**src/rtl/dmac_pkg.sv**
```systemverilog
package dmac_pkg;
    parameter int HALF_W = 16;
    parameter int WORD_W = 2 * HALF_W;
    parameter int PROD_W = 2 * HALF_W;
    parameter int ACC_W  = 40;
    parameter int WIDE_W = ACC_W + 2;
    parameter int ACC_N  = 8;
    parameter int IDX_W  = $clog2(ACC_N);
    parameter int LIM_W  = 32;
    parameter int LANES  = 2;

    localparam longint LIM_HI_L = (longint'(1) <<< (LIM_W - 1)) - 1;
    localparam longint LIM_LO_L = -(longint'(1) <<< (LIM_W - 1));

    typedef logic signed [ACC_W-1:0]  acc_t;
    typedef logic signed [WIDE_W-1:0] wide_t;
    typedef logic signed [PROD_W-1:0] prod_t;

    localparam wide_t LIM_HI = wide_t'(LIM_HI_L);
    localparam wide_t LIM_LO = wide_t'(LIM_LO_L);

    typedef enum logic [2:0] {
        FN_ADD  = 3'd0,
        FN_SUB  = 3'd1,
        FN_AND  = 3'd2,
        FN_OR   = 3'd3,
        FN_XOR  = 3'd4,
        FN_PASS = 3'd5,
        FN_KEEP = 3'd6,
        FN_KEEP2 = 3'd7
    } alu_fn_e;

    typedef struct packed {
        alu_fn_e          fn;
        logic             alu_we;
        logic [IDX_W-1:0] alu_src;
        logic [IDX_W-1:0] alu_dst;
        logic             add_we;
        logic [IDX_W-1:0] add_src;
        logic [IDX_W-1:0] add_dst;
        logic             three;
        logic             neg;
        logic             swap;
        logic             sat;
    } cmd_t;

    typedef struct packed {
        acc_t val;
        logic clip;
    } sat_res_t;

    function automatic wide_t widen(acc_t a);
        return wide_t'(a);
    endfunction

    function automatic acc_t ext_prod(prod_t p);
        return acc_t'(p);
    endfunction

    function automatic sat_res_t limit(wide_t v, logic en);
        sat_res_t r;
        r.val  = v[ACC_W-1:0];
        r.clip = 1'b0;
        if (en && (v > LIM_HI)) begin
            r.val  = LIM_HI[ACC_W-1:0];
            r.clip = 1'b1;
        end else if (en && (v < LIM_LO)) begin
            r.val  = LIM_LO[ACC_W-1:0];
            r.clip = 1'b1;
        end
        return r;
    endfunction

    function automatic acc_t clamp_acc(acc_t a);
        sat_res_t r;
        r = limit(widen(a), 1'b1);
        return r.val;
    endfunction

    function automatic logic fits(acc_t a);
        return (widen(a) <= LIM_HI) && (widen(a) >= LIM_LO);
    endfunction
endpackage

```
**src/rtl/dmac_mul.sv**
```systemverilog
module dmac_mul
    import dmac_pkg::*;
(
    input  logic                          clk,
    input  logic                          rst,
    input  logic                          issue,
    input  logic [WORD_W-1:0]             x_word,
    input  logic [WORD_W-1:0]             y_word,
    input  cmd_t                          cmd_in,
    output logic [LANES-1:0][PROD_W-1:0]  prod_q,
    output cmd_t                          cmd_q,
    output logic                          vld_q
);
    // Lane 0 takes the upper halves, lane 1 the lower halves.
    for (genvar g = 0; g < LANES; g++) begin : g_lane
        logic signed [HALF_W-1:0] xa;
        logic signed [HALF_W-1:0] ya;
        prod_t                    pr;
        prod_t                    pr_q;

        assign xa = x_word[(LANES - g) * HALF_W - 1 -: HALF_W];
        assign ya = y_word[(LANES - g) * HALF_W - 1 -: HALF_W];
        assign pr = xa * ya;

        always_ff @(posedge clk) begin
            if (rst)        pr_q <= '0;
            else if (issue) pr_q <= pr;
        end

        assign prod_q[g] = pr_q;
    end

    always_ff @(posedge clk) begin
        if (rst) begin
            cmd_q <= '0;
            vld_q <= 1'b0;
        end else begin
            vld_q <= issue;
            if (issue) cmd_q <= cmd_in;
        end
    end


    prod_hold_chk: assert property (@(posedge clk) disable iff (rst)
        !issue |=> $stable(prod_q));
endmodule

```
**src/rtl/dmac_alu.sv**
```systemverilog
module dmac_alu
    import dmac_pkg::*;
(
    input  alu_fn_e fn,
    input  acc_t    a,
    input  acc_t    p,
    input  logic    sat,
    output acc_t    res,
    output logic    clip
);
    wide_t    aw;
    wide_t    pw;
    sat_res_t lim;

    assign aw = widen(a);
    assign pw = widen(p);

    always_comb begin
        res  = a;
        clip = 1'b0;
        lim  = '0;
        unique case (fn)
            FN_ADD:  begin lim = limit(aw + pw, sat); res = lim.val; clip = lim.clip; end
            FN_SUB:  begin lim = limit(aw - pw, sat); res = lim.val; clip = lim.clip; end
            FN_PASS: begin lim = limit(pw, sat);      res = lim.val; clip = lim.clip; end
            FN_AND:  res = a & p;
            FN_OR:   res = a | p;
            FN_XOR:  res = a ^ p;
            FN_KEEP, FN_KEEP2: res = a;
            default: res = a;
        endcase
    end
endmodule

```
**src/rtl/dmac_adder.sv**
```systemverilog
module dmac_adder
    import dmac_pkg::*;
(
    input  acc_t a,
    input  acc_t pa,
    input  acc_t pb,
    input  logic three,
    input  logic neg,
    input  logic sat,
    output acc_t res,
    output logic clip
);
    wide_t    ta;
    wide_t    tb;
    wide_t    sum;
    sat_res_t lim;

    always_comb begin
        ta   = neg ? -widen(pa) : widen(pa);
        tb   = three ? (neg ? -widen(pb) : widen(pb)) : '0;
        sum  = widen(a) + ta + tb;
        lim  = limit(sum, sat);
        res  = lim.val;
        clip = lim.clip;
    end
endmodule

```
**src/rtl/dmac_accfile.sv**
```systemverilog
module dmac_accfile
    import dmac_pkg::*;
(
    input  logic             clk,
    input  logic             rst,
    input  logic             we_lo,
    input  logic [IDX_W-1:0] dst_lo,
    input  acc_t             wd_lo,
    input  logic             we_hi,
    input  logic [IDX_W-1:0] dst_hi,
    input  acc_t             wd_hi,
    input  logic [IDX_W-1:0] src_a,
    input  logic [IDX_W-1:0] src_b,
    output acc_t             val_a,
    output acc_t             val_b,
    input  logic [IDX_W-1:0] rd_sel_a,
    input  logic [IDX_W-1:0] rd_sel_b,
    input  logic             rd_sat,
    output logic [ACC_W-1:0] rd_a,
    output logic [ACC_W-1:0] rd_b
);
    logic [ACC_N-1:0][ACC_W-1:0] acc_q;

    // The high-priority port (adder) overrides the low one on a shared target.
    for (genvar g = 0; g < ACC_N; g++) begin : g_ent
        acc_t ent_q;
        always_ff @(posedge clk) begin
            if (rst)
                ent_q <= '0;
            else if (we_hi && (dst_hi == IDX_W'(g)))
                ent_q <= wd_hi;
            else if (we_lo && (dst_lo == IDX_W'(g)))
                ent_q <= wd_lo;
        end
        assign acc_q[g] = ent_q;
    end

    assign val_a = acc_t'(acc_q[src_a]);
    assign val_b = acc_t'(acc_q[src_b]);

    assign rd_a = rd_sat ? clamp_acc(acc_t'(acc_q[rd_sel_a])) : acc_q[rd_sel_a];
    assign rd_b = rd_sat ? clamp_acc(acc_t'(acc_q[rd_sel_b])) : acc_q[rd_sel_b];


    hi_wins_chk: assert property (@(posedge clk) disable iff (rst)
        (we_lo && we_hi && (dst_lo == dst_hi)) |=> (acc_q[$past(dst_hi)] == $past(wd_hi)));


    idle_hold_chk: assert property (@(posedge clk) disable iff (rst)
        !(we_lo || we_hi) |=> $stable(acc_q));


    rd_clamp_chk: assert property (@(posedge clk) disable iff (rst)
        rd_sat |-> (fits(rd_a) && fits(rd_b)));
endmodule

```
**src/rtl/dmac_core.sv**
```systemverilog
module dmac_core
    import dmac_pkg::*;
(
    input  logic              clk,
    input  logic              rst,
    input  logic              issue,
    input  logic [WORD_W-1:0] x_word,
    input  logic [WORD_W-1:0] y_word,
    input  logic [2:0]        alu_fn,
    input  logic              alu_we,
    input  logic [IDX_W-1:0]  alu_src,
    input  logic [IDX_W-1:0]  alu_dst,
    input  logic              add_we,
    input  logic [IDX_W-1:0]  add_src,
    input  logic [IDX_W-1:0]  add_dst,
    input  logic              add_three,
    input  logic              add_neg,
    input  logic              swap,
    input  logic              sat_en,
    input  logic [IDX_W-1:0]  rd_sel_a,
    input  logic [IDX_W-1:0]  rd_sel_b,
    input  logic              rd_sat,
    output logic [ACC_W-1:0]  rd_a,
    output logic [ACC_W-1:0]  rd_b,
    output logic              ovf
);
    cmd_t                         cmd_in;
    cmd_t                         s2;
    logic                         s2_vld;
    logic [LANES-1:0][PROD_W-1:0] prod_q;
    acc_t                         p_alu;
    acc_t                         p_pri;
    acc_t                         p_sec;
    acc_t                         src_alu;
    acc_t                         src_add;
    acc_t                         alu_res;
    acc_t                         add_res;
    logic                         alu_clip;
    logic                         add_clip;
    logic                         we_alu;
    logic                         we_add;

    always_comb begin
        cmd_in.fn      = alu_fn_e'(alu_fn);
        cmd_in.alu_we  = alu_we;
        cmd_in.alu_src = alu_src;
        cmd_in.alu_dst = alu_dst;
        cmd_in.add_we  = add_we;
        cmd_in.add_src = add_src;
        cmd_in.add_dst = add_dst;
        cmd_in.three   = add_three;
        cmd_in.neg     = add_neg;
        cmd_in.swap    = swap;
        cmd_in.sat     = sat_en;
    end

    // Stage 1: operand split, two multipliers, product registers.
    dmac_mul u_mul (
        .clk    (clk),
        .rst    (rst),
        .issue  (issue),
        .x_word (x_word),
        .y_word (y_word),
        .cmd_in (cmd_in),
        .prod_q (prod_q),
        .cmd_q  (s2),
        .vld_q  (s2_vld)
    );

    // Stage 2: routing, ALU, adder, accumulator write.
    assign p_alu = s2.swap ? ext_prod(prod_q[1]) : ext_prod(prod_q[0]);
    assign p_pri = s2.swap ? ext_prod(prod_q[0]) : ext_prod(prod_q[1]);
    assign p_sec = p_alu;

    dmac_alu u_alu (
        .fn   (s2.fn),
        .a    (src_alu),
        .p    (p_alu),
        .sat  (s2.sat),
        .res  (alu_res),
        .clip (alu_clip)
    );

    dmac_adder u_add (
        .a     (src_add),
        .pa    (p_pri),
        .pb    (p_sec),
        .three (s2.three),
        .neg   (s2.neg),
        .sat   (s2.sat),
        .res   (add_res),
        .clip  (add_clip)
    );

    assign we_alu = s2_vld && s2.alu_we;
    assign we_add = s2_vld && s2.add_we;

    dmac_accfile u_acc (
        .clk      (clk),
        .rst      (rst),
        .we_lo    (we_alu),
        .dst_lo   (s2.alu_dst),
        .wd_lo    (alu_res),
        .we_hi    (we_add),
        .dst_hi   (s2.add_dst),
        .wd_hi    (add_res),
        .src_a    (s2.alu_src),
        .src_b    (s2.add_src),
        .val_a    (src_alu),
        .val_b    (src_add),
        .rd_sel_a (rd_sel_a),
        .rd_sel_b (rd_sel_b),
        .rd_sat   (rd_sat),
        .rd_a     (rd_a),
        .rd_b     (rd_b)
    );

    always_ff @(posedge clk) begin
        if (rst) ovf <= 1'b0;
        else if ((we_alu && alu_clip) || (we_add && add_clip)) ovf <= 1'b1;
    end


    ovf_sticky_chk: assert property (@(posedge clk) disable iff (rst)
        ovf |=> ovf);


    sat_limit_chk: assert property (@(posedge clk) disable iff (rst)
        (we_add && s2.sat) |-> fits(add_res));


    alu_limit_chk: assert property (@(posedge clk) disable iff (rst)
        (we_alu && s2.sat && (s2.fn == FN_ADD || s2.fn == FN_SUB)) |-> fits(alu_res));
endmodule

```
**config.mk**
```make
export PLATFORM = sky130hd
export DESIGN_NAME = dmac_core
export DESIGN_NICKNAME = d
export VERILOG_FILES = /design/src/rtl/dmac_pkg.sv /design/src/rtl/dmac_mul.sv /design/src/rtl/dmac_alu.sv /design/src/rtl/dmac_adder.sv /design/src/rtl/dmac_accfile.sv /design/src/rtl/dmac_core.sv
export SDC_FILE = /design/constraint.sdc
export NUM_CORES = 2
export LEC_CHECK = 0
export BUFFER_PORTS_ARGS = -buffer_cell sky130_fd_sc_hd__buf_4
export CAP_MARGIN = 20
export CORE_ASPECT_RATIO = 1.1
export CORE_UTILIZATION = 40
export CTS_CLUSTER_DIAMETER = 80
export DETAILED_ROUTE_END_ITERATION = 10
export GPL_TIMING_DRIVEN = 0
export PLACE_DENSITY = 0.55
export SYNTH_ARGS = -nofsm -noshare
export SYNTH_HDL_FRONTEND = slang
export SYNTH_SLANG_ARGS = --single-unit
```
**constraint.sdc**
```tcl
create_clock -name clk -period 19.9 [get_ports clk]
set_input_delay 1.99 -clock clk [delete_from_list [all_inputs] [get_ports clk]]
set_output_delay 1.99 -clock clk [all_outputs]
set_load 0.01 [all_outputs]
```
# Yosys cells after proc, flatten, opt, wreduce, memory -nomap -nowiden
# Index checks and enable logic that the tools add are counted.
[word_totals]
reg_bits = 407
latchBits = 0
ram_bits = 0
rom_bits = 0
output_inout_bits = 81
n_memories = 0
[classes]
addsub = 6
n_mul = 2
n_div = 0
magnitude_cmp = 16
eq_ne = 21
shifts = 0
n_mux = 45
bitwise_logic = 3
n_reduce_logical = 41
[op_table]
columns = ["op", "count"]
rows = [
  ["$mux 40", 24],
  ["$mux 41", 12],
  ["$bmux 40 s3", 4],
  ["$pmux 40 s7", 1],
  ["$gt 42x32->1 const B", 3],
  ["$lt 42x32->1 const B", 3],
  ["$mux 42", 3],
  ["$gt 40x32->1 const B", 3],
  ["$lt 40x32->1 const B", 3],
  ["$mul 16x16->32", 2],
  ["$add 40x42->42", 1],
  ["$add 42x42->42", 1],
  ["$neg 40->42", 1],
  ["$neg 42->42", 1],
  ["$add 40x40->41", 1],
  ["$sub 40x40->41", 1],
  ["$and 40x40->40", 1],
  ["$or 40x40->40", 1],
  ["$xor 40x40->40", 1],
  ["$eq 3x3->1 const B", 12],
  ["$logic_and 1x1->1", 28],
  ["$eq 3x2->1 const B", 6],
  ["$lt 3x4->1 const B", 4],
  ["$reduce_bool 2->1", 8],
  ["other kinds (5)", 9],
]

# Logic depth before layout (Yosys ltp)
[logic_depth]
ltp_word = 11
depth_mapped = 39
mapped_depth_nobuf = 28

# Modules after synthesis
# Synthesis repeated with hierarchy kept, for this count alone.
[unflattened]
cells_unflattened = 6998
hier_area_um2 = 62834.0
[by_module_without_submodules]
columns = ["module", "n_inst", "cells_per_inst", "area_each_um2"]
rows = [
  ["dmac_accfile", 1, 2209, 24397.1],
  ["dmac_mul", 1, 2449, 22590.4],
  ["dmac_alu", 1, 1375, 8660.8],
  ["dmac_adder", 1, 888, 6059.6],
  ["dmac_core", 1, 77, 1126.1],
]

# Worst setup path before layout
# OpenSTA, ideal clock, no wires.
[synth_timing]
path_type = "register to register"
start = "register u_mul.cmd_q[1] in the netlist's numbering"
end = "register u_acc.g_ent[0].ent_q[12]"
setup_time_ns = 0.148
arrival_time_ns = 8.282
required_time_ns = 19.752
path_slack_ns = 11.470
stages_incl_launch_ff = 40
path_buffers = 11
synth_period_minus_slack_ns = 8.430
cell_sequence = "dfxtp_1 > buf_4 > buf_6 > buf_2 > buf_1 > buf_1 > buf_1 > clkbuf_1 > mux2i_1 > ha_1 > o21ai_0 > nand2b_1 > nor2_1 > nand2_1 > nor3_1 > o21ai_0 > or3_1 > or2_2 > [... 4 more ...] > inv_1 > ha_1 > clkbuf_1 > and3_1 > and3_1 > a32o_1 > nor4b_1 > a311oi_1 > nand3_1 > o211ai_1 > nor4_1 > nand4_1 > o211a_1 > buf_4 > nor2_1 > buf_2 > buf_6 > a221oi_2"
[synth_via]
elab_chain_len = 10
word_cells_on_any_way = 41
cone_classes = "add/sub: 6; order compare: 8; mux: 16; bitwise: 3; reduce/logical: 8"
[synth_lines]
columns = ["item", "line_no", "text"]
rows = [
  ["start, declared", "dmac_mul.sv:11", "output cmd_t cmd_q,"],
  ["start signal, assigned", "dmac_mul.sv:39", "if (issue) cmd_q <= cmd_in;"],
  ["$mux 40 (on tied branches)", "dmac_core.sv:72, dmac_core.sv:71", ""],
  ["$neg 40->42 or $neg 42->42 (tied branches)", "dmac_adder.sv:19, dmac_adder.sv:20", ""],
  ["$mux 42 (on tied branches)", "dmac_adder.sv:19, dmac_adder.sv:20", ""],
  ["$add 40x42->42 or $mux 42 (tied branches)", "dmac_adder.sv:21, dmac_adder.sv:20", ""],
  ["$add 42x42->42", "dmac_adder.sv:21", "sum = widen(a) + ta + tb;"],
  ["$lt 42x32->1", "dmac_pkg.sv:67", "end else if (en && (v < LIM_LO)) begin"],
  ["$logic_and 1x1->1", "dmac_pkg.sv:67", ""],
  ["$mux 41", "dmac_pkg.sv:67", ""],
  ["$mux 41", "dmac_pkg.sv:64", "if (en && (v > LIM_HI)) begin"],
  ["$mux 40 (*)", "dmac_accfile.sv:30", "else if (we_hi && (dst_hi == IDX_W'(g)))"],
  ["end signal, assigned", "dmac_accfile.sv:31", "ent_q <= wd_hi;"],
  ["end signal, assigned", "dmac_accfile.sv:33", "ent_q <= wd_lo;"],
  ["end, declared", "dmac_accfile.sv:26", "acc_t ent_q;"],
]
# Every way passes the cells marked *; elsewhere a longest branch is shown, timed or not. The select of a mux whose other input is x is not followed.
# A chain may end at the register's enable or synchronous reset.

# Final worst setup path
[layout_timing]
start = "register u_mul.cmd_q[1] in the netlist's numbering"
end = "register u_acc.g_ent[0].ent_q[24]"
# Same word-level chain as after synthesis.

==> results.ini <==
[sta]
fin_skew_ns=0.0413
hold_violations=0
setup_slack_ns=6.82
period_needed_ns=13.08
finalCritPeriodShare_pct=65.7
tns_ns=0
setup-violations-final=0
worst_pin_slew_ns=1.34
final_max_slew_viol_count=0
fmax_mhz=76.5
maxSlewHeadroom_pct=10.9
rsz0062_at_grt=no

[run]
max_cap_violations=0

[pwr]
p_seq_share_pct=10.0
ir_worst_vdd_uv=412
p_sw_mw=5.17
p_int_mw=4.46
power_frac_comb_pct=78.8
clkPwrFrac_pct=11.2
powerDensity_mw_per_mm2=142
switching_share_pct=53.7
cellLeakagePower_nw=27.3

[worst_hold_path]
holdPathEnd=u_mul.g_lane[0].pr_q[30]$_SDFFE_PP0P_
hp-start=u_mul.g_lane[0].pr_q[30]$_SDFFE_PP0P_
whs_path_depth=2
hold_path.class=flip-flop to flip-flop

[cts]
cts.repair.resized=0
insertion_delay_ns=0.71
hold_buffers=0
clkTransAtPathRegs_ns=0.06
cts_max_level=2
cts_sinks=407
cts_tree=yes
clockBufferDepth=3
cts_buffers=53
post_cts_buffers=0
clock-root-buffer=clkbuf_16

[detailed_routing]
drtIter0Drc=7657
num_vias=59200
wl_um=303000
route.detailed.drc=0
routedWlPerCell_um=33.1
drtAntennaViolNets=0
first_pass_iters=6
viasPerCell=6.47

[logic_synthesis]
muxShareOfSynthArea_pct=16.4
synth_cell_types=118
ys_warn_count=0
syn_avg_cell_area_sq_um=8.97
synth_adder_area_share_pct=25.3
synth_area_sq_mm=0.0613
synthCells=6836
synthArstFlopShare_pct=0
synth_nets=7829
yosysTopAreaCellShare_pct=18.5
yosys-top-cells-area=fa_1 19%, dfxtp_1 13%, mux4_2 12%
synth-seq-cells=407
synthXorXnorAreaFrac_pct=2.93
synth_edf_count=0
ys.flop_type=dfxtp_1
synth-compound-area-share_pct=19.8
synth_seq_area_share_pct=13.3
yosys.area_share.simple_pct=14.0
synth_largest_area_cell=fa_1
synth_top_family_by_area=adder cells

[setup_path]
crit_path_end_kind=flip-flop
cp_data_arrival_time_ns=13.58
worst_path_largest_cell_delay_ns=0.83
r2r_end=u_acc.g_ent[0].ent_q[24]$_SDFFE_PP0P_
start_kind=flip-flop
critPathKind=flip-flop to flip-flop
critical-path-slowest-cell=clkbuf_1
cp.buffers_inverters=10
r2r_cells=34
crit_fanout=10
cpLargestDelayFamily=buffers and inverters
r2r_slack_ns=6.82
cp.required_ns=20.40
r2r_start=u_mul.cmd_q[1]$_SDFFE_PP0P_

[global_route]
grt_pass1_wl_um=426000
grt_pass1_vias=58300
antenna_found_initial=5
overflow=0
grtUsageTotal_pct=38.3
grt_max_degree=23

[floorplan]
ios=176
coreArea_sq_mm=0.152
rows=150
die-width_um=375
die_y_um=413
initial_utilization_pct=40.3
die_area_sq_mm=0.155

[place]
dp_slack_ns=7.32
io_buffers=167
hpwl_um=242000
gp_congestion=1.06

[final_layout]
nets=8116
drive_above_1_share_pct=13.5
area_growth_pct=10.8

[outcome]
status=finished, final reports clean

-- cells in the mapped netlist (81+ instances only) --
| cell | number |
|---|---|
| mux4_2 | 320 |
| and2_1 | 226 |
| nand2b_1 | 88 |
| inv_1 | 787 |
| dfxtp_1 | 407 |
| nor3_1 | 118 |
| nand3_1 | 309 |
| mux2i_1 | 262 |
| nand2_1 | 504 |
| xnor2_1 | 168 |
| a21oi_1 | 484 |
| o21ai_0 | 307 |
| fa_1 | 568 |
| a221oi_1 | 188 |
| ha_1 | 330 |
| clkbuf_1 | 363 |
| a21o_1 | 81 |
| nor2_1 | 308 |
-- worst register-to-register path: cells and delay by family, from the launching register on --
kind	cells	cell delay, ns
AO/OA/AOI/OAI	7	2.94
XOR/XNOR	1	0.41
adder cells (fa/ha/maj)	3	0.93
flip-flops	1	0.32
buffers and inverters	10	4.51
multiplexers	1	0.32
AND/OR/NAND/NOR	12	3.46
-- worst max-delay path by stage --
stage                                      from                                     to  slack, ns  cells after the start
finish              u_mul.cmd_q[1]$_SDFFE_PP0P_  u_acc.g_ent[0].ent_q[24]$_SDFFE_PP0P_       6.82                     34
global route        u_mul.cmd_q[1]$_SDFFE_PP0P_  u_acc.g_ent[0].ent_q[24]$_SDFFE_PP0P_       6.53                     36
CTS                 u_mul.cmd_q[1]$_SDFFE_PP0P_  u_acc.g_ent[0].ent_q[24]$_SDFFE_PP0P_       7.31                     36
detailed placement  u_mul.cmd_q[1]$_SDFFE_PP0P_  u_acc.g_ent[0].ent_q[24]$_SDFFE_PP0P_       7.32                     36
global placement    u_mul.cmd_q[1]$_SDFFE_PP0P_  u_acc.g_ent[0].ent_q[24]$_SDFFE_PP0P_       7.14                     37
floorplan           u_mul.cmd_q[1]$_SDFFE_PP0P_  u_acc.g_ent[0].ent_q[12]$_SDFFE_PP0P_      11.47                     39
-- area by class of cell --
class,instances,area (sq um)
Clock inverter,27,349
Buffer,485,2080
Clock buffer,73,1530
Sequential cell,407,8150
Tap cell,1976,2470
Fill cell,15100,84000
Multi-Input combinational cell,5148,48200
Antenna cell,3,7.51
Timing Repair Buffer,232,2220
Inverter,796,2990
-- flip-flops by register name, indices dropped and copies added (netlist names) --
register,count
u_acc.g_ent.ent_q,320
u_mul.g_lane.pr_q,64
u_mul.cmd_q,21
ovf,1
u_mul.vld_q,1
-- layout by cell type, fill, tap and decap left out, types with 48 or more instances in the layout --
cell,synthesis,final
a211oi_1,67,66
a21o_1,81,81
a21oi_1,484,484
a221oi_1,188,188
a221oi_2,80,80
and2_1,226,226
buf_4,15,190
clkbuf_1,363,365
clkbuf_16,0,53
dfxtp_1,407,407
fa_1,568,568
ha_1,330,330
inv_1,787,787
mux2i_1,262,261
mux4_2,320,320
nand2_1,504,504
nand2b_1,88,88
nand3_1,309,309
nor2_1,308,307
nor3_1,118,113
o21a_1,48,48
o21ai_0,307,307
o22ai_1,60,60
xnor2_1,168,168
-- per-stage QoR --
stage          area, sq um  util (%)  total power, mW  std cells  hold slack (ns)
2_1_floorplan        61300         -             6.38       6836            0.446
3_3_place_gp         65100      42.8             8.42       8979            0.472
3_5_place_dp         65800      43.3             8.51       9026            0.478
4_1_cts              67700      44.5             9.61       9126            0.489
5_1_grt              68000      44.7             10.6       9144            0.521
6_report             68000      44.7             9.64       9147            0.494
-- routing by layer --
layer / track usage, % / vias to the layer above / part of all wire, %
met1: 45.0 / 29700 / 36
met3: 8.62 / 954 / 9.8
met5: 0 / - / 0.0092
li1: - / 24900 / -
met2: 62.5 / 3667 / 46
met4: 26.1 / 4 / 8.0
-- power groups by stage --
| stage | Sequential [mW] | Clock [mW] | Combinational [mW] |
|---|---|---|---|
| after floorplan | 0.936 | 0 | 5.45 |
| after global placement | 0.974 | 0 | 7.44 |
| after detailed placement | 0.977 | 0 | 7.54 |
| after CTS | 0.959 | 1.08 | 7.57 |
| after global routing | 0.969 | 1.10 | 8.48 |
| final | 0.965 | 1.08 | 7.59 |
-- logic make-up after synthesis --
| kind of cell | after synthesis |
|---|---|
| AND/OR/NAND/NOR | 1764 |
| AO/OA/AOI/OAI | 1676 |
| buffers and inverters | 1281 |
| adder cells (fa/ha/maj) | 898 |
| multiplexers | 605 |
| flip-flops | 407 |
| XOR/XNOR | 205 |
Note: power is estimated with default switching activity, not from simulation.
